<file path="config.mk">
export PLATFORM = sky130hd
export DESIGN_NAME = thermlock_top
export DESIGN_NICKNAME = d
export VERILOG_FILES = /design/src/rtl/thermlock_pkg.sv /design/src/rtl/thermlock_seal_fsm.sv /design/src/rtl/thermlock_regs.sv /design/src/rtl/thermlock_trip.sv /design/src/rtl/thermlock_top.sv
export SDC_FILE = /design/constraint.sdc
export NUM_CORES = 1
export LEC_CHECK = 0
export CORE_MARGIN = 2
export CORE_UTILIZATION = 46
export CTS_CLUSTER_SIZE = 14
export DETAILED_ROUTE_END_ITERATION = 16
export MAX_ROUTING_LAYER = met4
export PLACE_DENSITY = 0.8
export SYNTH_ARGS = -nofsm -noshare
export SYNTH_HDL_FRONTEND = slang
export SYNTH_SLANG_ARGS = --single-unit
</file>
<file path="constraint.sdc">
create_clock -name clk -period 1.8 [get_ports clk]
set_input_delay 0.18 -clock clk [delete_from_list [all_inputs] [get_ports clk]]
set_output_delay 0.18 -clock clk [all_outputs]
set_load 0.02 [all_outputs]
</file>
<file path="src/rtl/thermlock_pkg.sv">
package thermlock_pkg;

    typedef enum logic {
        SEAL_OPEN = 1'b0,
        SEAL_SHUT = 1'b1
    } seal_e;

    localparam int NUM_WORDS = 5;
    localparam int IDX_LIMIT = 0;
    localparam int IDX_CALIB = 1;
    localparam int IDX_LOCK  = 2;
    localparam int IDX_SHDN  = 3;
    localparam int IDX_TEMP  = 4;
    localparam int LOCK_BIT  = 0;
    localparam int SHDN_BIT  = 1;

endpackage

</file>
<file path="src/rtl/thermlock_seal_fsm.sv">
module thermlock_seal_fsm
    import thermlock_pkg::*;
(
    input  logic clk,
    input  logic rst_n,
    input  logic seal_req,
    output logic sealed
);

    seal_e state_q;
    seal_e state_d;

    always_ff @(posedge clk or negedge rst_n) begin
        if (!rst_n) begin
            state_q <= SEAL_OPEN;
        end else begin
            state_q <= state_d;
        end
    end

    always_comb begin
        state_d = state_q;
        unique case (state_q)
            SEAL_OPEN: if (seal_req) state_d = SEAL_SHUT;
            SEAL_SHUT: state_d = SEAL_SHUT;
        endcase
    end

    always_comb begin
        sealed = (state_q == SEAL_SHUT);
    end

endmodule

</file>
<file path="src/rtl/thermlock_regs.sv">
module thermlock_regs
    import thermlock_pkg::*;
#(
    parameter int          DATA_W    = 32,
    parameter int          TEMP_W    = 8,
    parameter logic [TEMP_W-1:0] LIMIT_RST = 8'd125,
    parameter logic [DATA_W-1:0] CALIB_RST = 32'h0000_0100
) (
    input  logic                 clk,
    input  logic                 rst_n,
    input  logic                 we,
    input  logic [NUM_WORDS-1:0] sel,
    input  logic [DATA_W-1:0]    wdata,
    input  logic                 sealed,
    input  logic [TEMP_W-1:0]    temp_i,
    output logic                 seal_req,
    output logic [TEMP_W-1:0]    limit_q,
    output logic [DATA_W-1:0]    calib_q,
    output logic                 en_q,
    output logic [DATA_W-1:0]    rdata
);

    logic [TEMP_W-1:0] cur_q;
    logic              open_wr;
    logic [DATA_W-1:0] word [NUM_WORDS];

    assign open_wr  = we && !sealed;
    assign seal_req = we && sel[IDX_LOCK] && wdata[LOCK_BIT];

    always_ff @(posedge clk or negedge rst_n) begin
        if (!rst_n) begin
            limit_q <= LIMIT_RST;
            calib_q <= CALIB_RST;
            en_q    <= 1'b0;
            cur_q   <= '0;
        end else begin
            cur_q <= temp_i;
            if (open_wr && sel[IDX_LIMIT]) limit_q <= wdata[TEMP_W-1:0];
            if (open_wr && sel[IDX_CALIB]) calib_q <= wdata;
            if (open_wr && sel[IDX_SHDN])  en_q    <= wdata[SHDN_BIT];
        end
    end

    always_comb begin
        word[IDX_LIMIT]           = '0;
        word[IDX_LIMIT][TEMP_W-1:0] = limit_q;
        word[IDX_CALIB]           = calib_q;
        word[IDX_LOCK]            = '0;
        word[IDX_LOCK][LOCK_BIT]  = sealed;
        word[IDX_SHDN]            = '0;
        word[IDX_SHDN][SHDN_BIT]  = en_q;
        word[IDX_TEMP]            = '0;
        word[IDX_TEMP][TEMP_W-1:0] = cur_q;
    end

    always_comb begin
        rdata = '0;
        for (int i = 0; i < NUM_WORDS; i++) begin
            if (sel[i]) rdata = rdata | word[i];
        end
    end

endmodule

</file>
<file path="src/rtl/thermlock_trip.sv">
module thermlock_trip #(
    parameter int TEMP_W = 8
) (
    input  logic              clk,
    input  logic              rst_n,
    input  logic              en,
    input  logic [TEMP_W-1:0] limit,
    input  logic [TEMP_W-1:0] temp_i,
    output logic              shutdown_o
);

    logic hot;

    assign hot = (temp_i >= limit);

    always_ff @(posedge clk or negedge rst_n) begin
        if (!rst_n) begin
            shutdown_o <= 1'b0;
        end else begin
            shutdown_o <= en && hot;
        end
    end

endmodule

</file>
<file path="src/rtl/thermlock_top.sv">
module thermlock_top
    import thermlock_pkg::*;
#(
    parameter int          ADDR_W    = 8,
    parameter int          DATA_W    = 32,
    parameter int          TEMP_W    = 8,
    parameter logic [TEMP_W-1:0] LIMIT_RST = 8'd125,
    parameter logic [DATA_W-1:0] CALIB_RST = 32'h0000_0100
) (
    input  logic              clk,
    input  logic              rst_n,
    input  logic [ADDR_W-1:0] bus_addr,
    input  logic              bus_we,
    input  logic [DATA_W-1:0] bus_wdata,
    output logic [DATA_W-1:0] bus_rdata,
    input  logic [TEMP_W-1:0] temp_i,
    output logic              shutdown_o
);

    localparam int IDX_W = ADDR_W - 2;

    logic [NUM_WORDS-1:0] sel_w;
    logic                 seal_req_w;
    logic                 locked_w;
    logic [TEMP_W-1:0]    limit_w;
    logic [DATA_W-1:0]    calib_w;
    logic                 en_w;

    for (genvar g = 0; g < NUM_WORDS; g++) begin : g_dec
        assign sel_w[g] = (bus_addr[1:0] == 2'b00) &&
                          (bus_addr[ADDR_W-1:2] == IDX_W'(g));
    end

    thermlock_seal_fsm u_seal (
        .clk      (clk),
        .rst_n    (rst_n),
        .seal_req (seal_req_w),
        .sealed   (locked_w)
    );

    thermlock_regs #(
        .DATA_W    (DATA_W),
        .TEMP_W    (TEMP_W),
        .LIMIT_RST (LIMIT_RST),
        .CALIB_RST (CALIB_RST)
    ) u_regs (
        .clk      (clk),
        .rst_n    (rst_n),
        .we       (bus_we),
        .sel      (sel_w),
        .wdata    (bus_wdata),
        .sealed   (locked_w),
        .temp_i   (temp_i),
        .seal_req (seal_req_w),
        .limit_q  (limit_w),
        .calib_q  (calib_w),
        .en_q     (en_w),
        .rdata    (bus_rdata)
    );

    thermlock_trip #(
        .TEMP_W (TEMP_W)
    ) u_trip (
        .clk        (clk),
        .rst_n      (rst_n),
        .en         (en_w),
        .limit      (limit_w),
        .temp_i     (temp_i),
        .shutdown_o (shutdown_o)
    );

endmodule

</file>
==> flow_summary_export.csv <==
group,metric,value,unit
critical_path,worstPathCellList,"dlygate4sd2_1 -> nor3b_2 -> and3b_2 -> buf_12 -> a221o_1 -> buf_4",
final_layout,fillerInstances,445,
critical_path,critPathLaunchType,"primary input",
sta,rsz0062_at_grt,"false",
final_layout,ff_latch_area,0.001285,mm²
sta,tightest_slew,478.6,ps
sta,maxSlewViolCount,0,
clocking,cts_tree,"done",
final_layout,nets,344,
sta,setup_viol,0,
run_status,status,"complete, no violations",
clocking,cts_buffers,5,
floorplanning,start_util,0.4679,
floorplanning,top_level_ports,84,
sta,tns,0,ps
final_layout,final_cell_mix,"dfrtp_1 (44), clkdlybuf4s50_1 (42), mux2_4 (30)",
critical_path,cp_slowest_cell,"a221o_1",
critical_path,arrival,1560,ps
power_and_ir_drop,p_leak,0.001884,µW
synthesis,netlist_instances,183,
detailed_routing,drt_pass1_iterations,4,
synthesis,synth.distinct_cells,34,
clocking,cts.sinks,51,
final_layout,multi_input_area,0.001207,mm²
clocking,cts-root-buf,"clkbuf_8",
final_layout,postLayoutCoreUtil,0.6699,
final_layout,syn_to_final_growth,43.17,%
critical_path,critPathMaxFanout,11,
synthesis,synth_area_per_cell,13.91,µm²
placement,place_congestion,0.8062,
clocking,clk_pin_slew_worst_paths,80,ps
sta,hold_viol_final,0,
critical_path,required,1620,ps
detailed_routing,postRouteAntennaNets,0,
global_route,grt.overflow.total,0,
critical_path,crit_path_max_incr_delay,350,ps
sta,fmax,573.3,MHz
sta,period_share,0.9691,
floorplanning,fp.coreArea,0.005439,mm²
global_route,grt_pass1_vias,1916,
final_layout,antenna_cells,0,
detailed_routing,avgViaCountPerCell,5.056,
detailed_routing,dr_total_vias,1810,
floorplanning,die_y,78.38,µm
synthesis,synth_area,0.002545,mm²
global_route,antenna_found_initial,0,
synthesis,ys_ff_latch,51,
flow_run,maxCapViolCount,0,
clocking,cts.path.max_buffers,2,
sta,period_minus_slack,1744,ps
synthesis,ys_seq_area_frac,0.5049,
detailed_routing,first_iter_violations,75,
clocking,clock_latency,290,ps
final_layout,drive_gt1_frac,0.4510,
synthesis,mappedNetlistNets,242,
critical_path,worstSetupEndpointType,"output port",
detailed_routing,route.detailed.wl_per_inst,15.79,µm
global_route,grt_max_degree,32,
detailed_routing,drc,0,
sta,slew_headroom,0.6809,
placement,hpwl,3962,µm
floorplanning,die_area,0.006143,mm²
floorplanning,fp-row-count,27,
clocking,h-tree-depth,2,
power_and_ir_drop,peakVddDrop,0.4642,mV
detailed_routing,routed_wirelength,5652,µm
critical_path,crit_type,"in -> out",
placement,io_buffer_count,83,
final_layout,final_common_cell,"dfrtp_1",
floorplanning,dieWidth,78.38,µm
sta,skew,4.592,ps
global_route,grt_pass1_wl,9225,µm
synthesis,yosys_warnings,0,
global_route,grt_usage,0.2006,
power_and_ir_drop,p_per_area,600.3,mW/mm²
min_path,min_path_type,"in -> reg",
-- cells in the mapped netlist, drive strengths merged --
cell | n | area share
nor3 | 2 | 0.0039
nand4 | 1 | 0.0025
a2111oi | 1 | 0.0034
and2 | 24 | 0.059
nand2b | 1 | 0.0025
o21ai | 1 | 0.0020
and3 | 10 | 0.025
o2bb2ai | 1 | 0.0034
nor3b | 2 | 0.0079
mux2 | 43 | 0.23
o21a | 1 | 0.0030
a21oi | 2 | 0.0039
dfrtp | 44 | 0.43
a221o | 7 | 0.028
ha | 8 | 0.039
a221oi | 1 | 0.0034
dfstp | 7 | 0.072
clkbuf | 3 | 0.0044
nand4b | 1 | 0.0093
o2111ai | 1 | 0.0034
and3b | 1 | 0.0034
inv | 8 | 0.012
buf | 6 | 0.020
nand3 | 1 | 0.0039
nand2 | 1 | 0.0015
a21boi | 1 | 0.0030
nor2b | 1 | 0.0025
a31o | 1 | 0.0034
nor4 | 2 | 0.0074
-- critical path: cells and delay by family --
kind,cells,cell delay [ps]
buffers and inverters,3,590
and+or+nand+nor,2,440
AOI/OAI and AO/OA,1,350
-- cell type report --
type	count	area share
clock buffer	7	0.02370
clock inverter	1	0.001374
inverter	8	0.008242
multi-input combinational	115	0.3314
sequential	51	0.3527
tap	72	0.02473
timing repair buffer	104	0.2579
-- metal layers --
layer  wire [µm]  part of all wire  vias to the layer above  global-route usage
met5           0                 0                        -                   -
met4          67             0.012                        0             0.05263
met3         257             0.045                        6             0.04138
met2        2808              0.50                       54              0.3345
met1        2518              0.45                      886              0.2515
li1            -                 -                      864                   -
-- flip-flops by register name, indices dropped and copies added, names as in the netlist --
register,flops
u_regs.calib_q,32
u_regs.cur_q,8
u_regs.limit_q,8
u_regs.en_q,1
u_seal.sealed,1
u_trip.shutdown_o,1
-- logic make-up after synthesis --
kind of cell | share of synthesized area
muxes | 0.2345
AOI/OAI and AO/OA | 0.05654
adders and majority gates | 0.03933
buffers and inverters | 0.03638
and+or+nand+nor | 0.1283
DFF | 0.5049
-- metrics by stage --
stage / instance area (µm²) / hold slack, ps / worst slack, ps / power [µW] / std cells
after CTS: 3606 / 357.2 / 21.11 / 2208 / 359
final: 3643 / 360.2 / 55.69 / 2187 / 358
after global routing: 3643 / 361.2 / 2.511 / 2285 / 358
after floorplan: 2545 / -115.6 / 308.2 / 1353 / 183
after global placement: 3551 / 165.7 / -598.9 / 1539 / 346
after detailed placement: 3551 / 159.1 / -607.3 / 1547 / 346
-- what timing repair did --
| item | CTS | global route |
|---|---|---|
| cloned | 2 | 0 |
| endpoints found under the setup margin | 32 | 12 |
| gates resized for setup | 159 | 21 |
| pin swaps | 3 | 2 |
| hold buffers | 1 | 0 |
| buffers inserted | 2 | 0 |
| hold endpoints to repair | 20 | 0 |
-- report_power, final --
group	switching (µW)	total [µW]	internal, µW
clock network	350	661	311
registers	28.3	1230	1210
logic	103	293	189
total	482	2190	1710
-- worst paths after layout --
kind	startpoint	endpoint	slack (ps)	depth (start not counted)
worst max-delay path	bus_addr[2]	bus_rdata[0]	60	6
worst min-delay path	temp_i[0]	u_regs.cur_q[0]	360	1
worst max register to register	u_regs.limit_q[0]	u_trip.shutdown_o	220	4
worst min register to register	u_regs.calib_q[23]	u_regs.calib_q[23]	510	1
max in group asynchronous	rst_n	u_regs.limit_q[4]	820	3
min in group asynchronous	rst_n	u_regs.calib_q[17]	370	2
Power figures use the tool's default switching activity.
